[src/rtl/lamp_sup_pkg.sv]
package lamp_sup_pkg;

   // Control register field
   localparam int CTRL_LAMP_BIT = 0;

   // Status register fields; packed so that bit 0 is the summary fault
   typedef struct packed {
      logic lamp_on;   // bit 3
      logic ovc;       // bit 2
      logic open;      // bit 1
      logic any;       // bit 0
   } stat_t;

   localparam int STAT_W = $bits(stat_t);

endpackage

[src/rtl/lamp_sync.sv]
module lamp_sync #(
   parameter int WIDTH  = 1,
   parameter int STAGES = 2
) (
   input  logic             clk,
   input  logic             rst_n,
   input  logic [WIDTH-1:0] d,
   output logic [WIDTH-1:0] q
);

   generate
      if (STAGES == 0) begin : g_bypass
         assign q = d;
      end else begin : g_chain
         logic [WIDTH-1:0] stage_q [STAGES];

         for (genvar s = 0; s < STAGES; s++) begin : g_stage
            if (s == 0) begin : g_first
               always_ff @(posedge clk or negedge rst_n) begin
                  if (!rst_n) stage_q[0] <= '0;
                  else        stage_q[0] <= d;
               end
            end else begin : g_next
               always_ff @(posedge clk or negedge rst_n) begin
                  if (!rst_n) stage_q[s] <= '0;
                  else        stage_q[s] <= stage_q[s-1];
               end
            end
         end

         assign q = stage_q[STAGES-1];
      end
   endgenerate

endmodule

[src/rtl/lamp_fault_core.sv]
module lamp_fault_core (
   input  logic clk,
   input  logic rst_n,
   input  logic wr_ctrl_hit,
   input  logic wr_lamp_bit,
   input  logic ovc_s,
   input  logic act_s,
   input  logic tmo_s,
   output logic ctrl_on,
   output logic fault_ovc,
   output logic fault_open,
   output logic armed,
   output logic tmo_held
);

   logic ctrl_prev_q;
   logic clear_req;
   logic open_set;
   logic en_rise;
   logic ovc_d, open_d, ctrl_d, tmo_d, armed_d;

   always_comb begin
      clear_req = wr_ctrl_hit & wr_lamp_bit;
      open_set  = armed & tmo_held & ~act_s;
      en_rise   = ctrl_on & ~ctrl_prev_q;

      // A new fault takes priority over a clearing write
      ovc_d  = ovc_s    | (fault_ovc  & ~clear_req);
      open_d = open_set | (fault_open & ~clear_req);

      ctrl_d = wr_ctrl_hit ? wr_lamp_bit : ctrl_on;
      if (ovc_d | open_d) ctrl_d = 1'b0;

      // Held timeout: discarded on each enable rise
      if (en_rise) tmo_d = 1'b0;
      else         tmo_d = tmo_held | tmo_s;

      // Open-lamp watch: armed by the rise, disarmed by activity or disable
      if (en_rise)                 armed_d = 1'b1;
      else if (act_s || !ctrl_on)  armed_d = 1'b0;
      else                         armed_d = armed;
   end

   always_ff @(posedge clk or negedge rst_n) begin
      if (!rst_n) begin
         ctrl_on     <= 1'b0;
         ctrl_prev_q <= 1'b0;
         fault_ovc   <= 1'b0;
         fault_open  <= 1'b0;
         tmo_held    <= 1'b0;
         armed       <= 1'b0;
      end else begin
         ctrl_on     <= ctrl_d;
         ctrl_prev_q <= ctrl_on;
         fault_ovc   <= ovc_d;
         fault_open  <= open_d;
         tmo_held    <= tmo_d;
         armed       <= armed_d;
      end
   end

endmodule

[src/rtl/lamp_reg_read.sv]
module lamp_reg_read
   import lamp_sup_pkg::*;
#(
   parameter int                ADDR_W    = 8,
   parameter int                DATA_W    = 8,
   parameter logic [ADDR_W-1:0] CTRL_ADDR = 'h01,
   parameter logic [ADDR_W-1:0] STAT_ADDR = 'h02
) (
   input  logic [ADDR_W-1:0] rd_addr,
   input  logic              ctrl_on,
   input  stat_t             stat,
   output logic [DATA_W-1:0] rd_data
);

   always_comb begin
      rd_data = '0;
      if (rd_addr == CTRL_ADDR) begin
         rd_data[CTRL_LAMP_BIT] = ctrl_on;
      end else if (rd_addr == STAT_ADDR) begin
         rd_data[STAT_W-1:0] = stat;
      end
   end

endmodule

[src/rtl/lamp_supervisor.sv]
module lamp_supervisor
   import lamp_sup_pkg::*;
#(
   parameter int                ADDR_W      = 8,
   parameter int                DATA_W      = 8,
   parameter logic [ADDR_W-1:0] CTRL_ADDR   = 'h01,
   parameter logic [ADDR_W-1:0] STAT_ADDR   = 'h02,
   parameter int                SYNC_STAGES = 2
) (
   input  logic              clk,
   input  logic              rst_n,
   input  logic              wr_en,
   input  logic [ADDR_W-1:0] wr_addr,
   input  logic [DATA_W-1:0] wr_data,
   input  logic [ADDR_W-1:0] rd_addr,
   output logic [DATA_W-1:0] rd_data,
   input  logic              ovc_in,
   input  logic              lamp_act_in,
   input  logic              tmo_in,
   output logic              lamp_en
);

   localparam int NUM_CMP = 3;

   // Elaboration-time parameter checks
   generate
      if (DATA_W < STAT_W) begin : g_bad_width
         $error("lamp_supervisor: DATA_W must hold the status register");
      end
      if (SYNC_STAGES == 1 || SYNC_STAGES < 0) begin : g_bad_sync
         $error("lamp_supervisor: SYNC_STAGES must be 0 (bypass) or at least 2");
      end
      if (CTRL_ADDR == STAT_ADDR) begin : g_bad_addr
         $error("lamp_supervisor: register addresses must differ");
      end
   endgenerate

   logic [NUM_CMP-1:0] cmp_raw, cmp_s;
   logic               ovc_s, act_s, tmo_s;
   logic               wr_ctrl_hit;
   logic               ctrl_on, fault_ovc, fault_open, armed, tmo_held;
   logic [DATA_W-1:0]  unused_wr_data;
   stat_t              stat;

   assign cmp_raw = {tmo_in, lamp_act_in, ovc_in};

   lamp_sync #(
      .WIDTH  (NUM_CMP),
      .STAGES (SYNC_STAGES)
   ) u_sync (
      .clk   (clk),
      .rst_n (rst_n),
      .d     (cmp_raw),
      .q     (cmp_s)
   );

   assign ovc_s = cmp_s[0];
   assign act_s = cmp_s[1];
   assign tmo_s = cmp_s[2];

   assign wr_ctrl_hit    = wr_en && (wr_addr == CTRL_ADDR);
   assign unused_wr_data = wr_data;

   lamp_fault_core u_core (
      .clk         (clk),
      .rst_n       (rst_n),
      .wr_ctrl_hit (wr_ctrl_hit),
      .wr_lamp_bit (wr_data[CTRL_LAMP_BIT]),
      .ovc_s       (ovc_s),
      .act_s       (act_s),
      .tmo_s       (tmo_s),
      .ctrl_on     (ctrl_on),
      .fault_ovc   (fault_ovc),
      .fault_open  (fault_open),
      .armed       (armed),
      .tmo_held    (tmo_held)
   );

   always_comb begin
      stat.lamp_on = act_s;
      stat.ovc     = fault_ovc;
      stat.open    = fault_open;
      stat.any     = fault_ovc | fault_open;
   end

   lamp_reg_read #(
      .ADDR_W    (ADDR_W),
      .DATA_W    (DATA_W),
      .CTRL_ADDR (CTRL_ADDR),
      .STAT_ADDR (STAT_ADDR)
   ) u_read (
      .rd_addr (rd_addr),
      .ctrl_on (ctrl_on),
      .stat    (stat),
      .rd_data (rd_data)
   );

   assign lamp_en = ctrl_on;

endmodule

[config.mk]
export PLATFORM = sky130hd
export DESIGN_NAME = lamp_supervisor
export DESIGN_NICKNAME = d
export VERILOG_FILES = /design/src/rtl/lamp_sup_pkg.sv /design/src/rtl/lamp_sync.sv /design/src/rtl/lamp_fault_core.sv /design/src/rtl/lamp_reg_read.sv /design/src/rtl/lamp_supervisor.sv
export SDC_FILE = /design/constraint.sdc
export NUM_CORES = 1
export LEC_CHECK = 0
export BUFFER_PORTS_ARGS = -buffer_cell sky130_fd_sc_hd__buf_2
export CAP_MARGIN = 20
export CORE_MARGIN = 2
export CORE_UTILIZATION = 36
export CTS_BUF_LIST = sky130_fd_sc_hd__clkbuf_8
export DETAILED_ROUTE_END_ITERATION = 7
export GPL_ROUTABILITY_DRIVEN = 0
export PLACE_DENSITY_LB_ADDON = 0.08
export SETUP_SLACK_MARGIN = 0.4
export SKIP_CTS_REPAIR_TIMING = 1
export SYNTH_ARGS = -nofsm -noshare
export SYNTH_HDL_FRONTEND = slang
export SYNTH_SLANG_ARGS = --single-unit
[constraint.sdc]
create_clock -name clk -period 1.2 [get_ports clk]
set_input_delay 0 -clock clk [delete_from_list [all_inputs] [get_ports clk]]
set_output_delay 0 -clock clk [all_outputs]
set_load 0.005 [all_outputs]
==> summary.md <==
| Metric | Value |
|---|---|
| Status | complete, no violations |
| Die W | 42.2 microns |
| Sum of negative setup slack | 0 ns |
| Max-cap violations | 0 |
| Slowest stage cell on the critical path | sky130_fd_sc_hd__or3b_4 |
| Initial Util | 0.393 |
| Unrepaired setup endpoints after global routing | true |
| Detailed placement HPWL | 729 microns |
| Non-Filler Instances | 98 |
| Number of global-route vias before repair | 396 |
| Worst Path Arrival | 1.25 ns |
| Number of standard cells after synthesis | 43 |
| Clk pwr share | 0.465 |
| Cell family with the largest share of critical-path delay | simple AND/OR/NAND/NOR gates |
| Critical Path, Cell by Cell | or3b_4 > nor3_2 > mux2_4 |
| Clock input transition at the sequential cells of the worst setup and hold paths | 0.05 ns |
| Clock Tree Root | sky130_fd_sc_hd__clkbuf_8 |
| Number of buffer cells added on primary ports | 27 |
| Highest fanout seen on the critical path | 2 |
| Yosys cell types | 24 |
| Number of buffers on the longest clock path | 2 |
| Area after detailed placement | 693 sq um |
| Largest net degree at the start of global routing | 13 |
| Number of warning messages in the yosys log | 0 |
| Startpoint type of the worst setup path | flop |
| Total leakage power | 0.431 nW |
| Clock Skew | 0.00167 ns |
| Per-cell via count in the routed design | 4.67 |
| Total net switching power | 0.176 mW |
| Post-route cell area | 840 sq um |
| Ant diodes | 0 |
| Number of vias in the routed layout | 458 |
| Total design power | 0.928 mW |
| Total global routing track utilization | 0.120 |
| Clock sink count | 12 |
| Count of placed standard cells including taps | 87 |
| Switching share of total power | 0.190 |
| Number of DRC markers after the initial detailed-route iteration | 0 |
| Area fraction of the dominant cell type after synthesis | 0.573 |
| Final setup vio count | 0 |
| Number of antenna violations at the first check in global routing | 0 |
| Clock buffers created by TritonCTS | 3 |
| Io pins | 39 |
| Overall die area | 0.00178 sq mm |
| Global-route wire length before repair | 1.58 mm |
| Area grow syn2layout | 60.1% |
| Internal Power | 0.752 mW |
| Total core area | 0.00133 sq mm |
| Synth Cell Area | 524 sq um |
| Fraction of registers with async set/reset | 1.00 |
| Category of the critical setup timing path | reg2reg |
| Sequential cell fraction of total power | 0.453 |
| Final layout net count | 114 |
| Synth Area per Inst | 12.2 sq um |
| Most instantiated cells after synthesis | sky130_fd_sc_hd__dfrtp_1, sky130_fd_sc_hd__buf_4, sky130_fd_sc_hd__and3_1 |
| Critical Path Max Stage Delay | 0.39 ns |
| Number of flops mapped to enable cells by yosys | 0 |
| Final count of pins violating max slew | 0 |
| Comb pwr share | 0.083 |
| Residual overflow from global routing | 0 |
| Most instantiated flip-flop cell in the synthesis netlist | sky130_fd_sc_hd__dfrtp_1 |
| Flops & latches, synth | 12 |
| DRC viols | 0 |
| Worst IR drop on VDD | 0.927 mV |
| Pre-antenna DRT Iters | 1 |
| Library cell occupying the most area in the post-synthesis netlist | sky130_fd_sc_hd__dfrtp_1 |
| Post-route fraction of the period consumed by the critical path | 0.893 |
| Cell types occupying the most area after synthesis | sky130_fd_sc_hd__dfrtp_1, sky130_fd_sc_hd__buf_4, sky130_fd_sc_hd__and3_1 |
| Worst hold slack after final layout | 0.103 ns |
| Worst hold path type | in2reg |
| Fraction of the yosys area taken by sequential cells | 0.573 |
| Fraction of final layout cells with drive strength greater than 1 | 0.554 |
| Min Tclk post-route | 1.07 ns |
| Remaining number of nets flagged by the antenna check after routing | 0 |
| Detailed Route WL | 946 microns |
| Hold violation total from the final report | 0 |
| Standard-cell row count | 13 |
| CP Capture Type | flop |
| Most frequently used cell type in the post-synthesis netlist | sky130_fd_sc_hd__dfrtp_1 |
| Highest Clock Rate | 0.933 GHz |
| Average wire length per cell after detail routing | 9.65 microns |
| Chip height | 42.2 microns |
| Req. time, crit path | 1.38 ns |
| Pwr Density | 1110 mW/mm^2 |
| Buf/Inv on CP | 0 |
| CTS tree | yes |
| H-tree levels | 1 |
| Insertion delay to the later sink of the worst-skew pair | 0.24 ns |
-- power by group through the flow --
stage	clock network [mW]	logic [mW]	registers, mW
3_5_place_dp	0	0.0618	0.428
2_1_floorplan	0	0.0251	0.427
6_report	0.431	0.0767	0.420
3_3_place_gp	0	0.0605	0.427
5_1_grt	0.464	0.0873	0.422
4_1_cts	0.439	0.0620	0.421
-- flip-flops by register name, indices dropped and copies added, names as in the netlist --
name and count:
u_sync.g_chain.stage_q 3, u_core.ctrl_on 1, u_core.tmo_held 1, u_core.ctrl_prev_q 1, u_core.fault_open 1, u_core.armed 1
u_core.fault_ovc 1, u_sync.q 3
-- through the flow --
stage                     utilization  setup WS, ns
after detailed placement        0.520        0.0877
final                           0.629         0.128
after global routing            0.629        0.0834
after floorplan                     -        0.0789
after global placement          0.520        0.0917
after CTS                       0.561        0.0245
-- layout by cell type, fill, tap and decap left out, drive strengths merged --
| cell | instances |
|---|---|
| buf | 33 |
| dfrtp | 12 |
| conb | 4 |
| clkbuf | 4 |
| dlygate4sd3 | 4 |
| and3 | 3 |
| nor2b | 2 |
| nor3b | 2 |
| a21o | 2 |
| a21boi | 2 |
| nor3 | 2 |
| or4 | 1 |
| nor4 | 1 |
| nand4 | 1 |
| and3b | 1 |
| inv | 1 |
| nor2 | 1 |
| a21oi | 1 |
| nand3b | 1 |
| o21ai | 1 |
| nand2b | 1 |
| or3b | 1 |
| nand3 | 1 |
| mux2 | 1 |
-- metal layers --
metal  GRT usage  vias up  routed length, microns
met4       0.113        0                      16
met2       0.175       22                     477
met1       0.140      207                     379
li1            -      227                       -
met3      0.0302        2                      73
met5           0        -                       0
-- final cells by class --
type                    count  area [sq um]
fillers                   123           494
multi-input cells          29           221
well taps                  15          18.8
inverters                   1          3.75
repair buffers             37           240
flip-flops and latches     12           300
clock buffers               4          55.1
-- kinds of logic after synthesis --
| group | share of synthesized area |
|---|---|
| mux | 0.0215 |
| simple gates | 0.251 |
| compound gates | 0.0835 |
| buf+inv | 0.0644 |
| other cells | 0.00715 |
| flops | 0.573 |
-- final timing paths --
path	from	endpoint	slack [ns]	cells past startpoint
hold reg to reg	u_sync.g_chain.stage_q[5]	u_sync.q[2]	0.35	0
min in group asynchronous	rst_n	u_sync.q[0]	0.17	2
hold / removal	wr_data[0]	u_core.fault_open	0.10	3
max in group asynchronous	rst_n	u_core.ctrl_prev_q	0.83	2
setup reg to reg	u_core.fault_ovc	u_core.ctrl_on	0.13	3
setup / recovery	u_core.fault_ovc	u_core.ctrl_on	0.13	3
-- worst min-delay path: cells and delay by family --
kind	cells	cell delay, ns
AOI/OAI and AO/OA	1	0.11
buffers and inverters	1	0.10
and+or+nand+nor	1	0.09
Note: power is estimated with default switching activity, not from simulation.
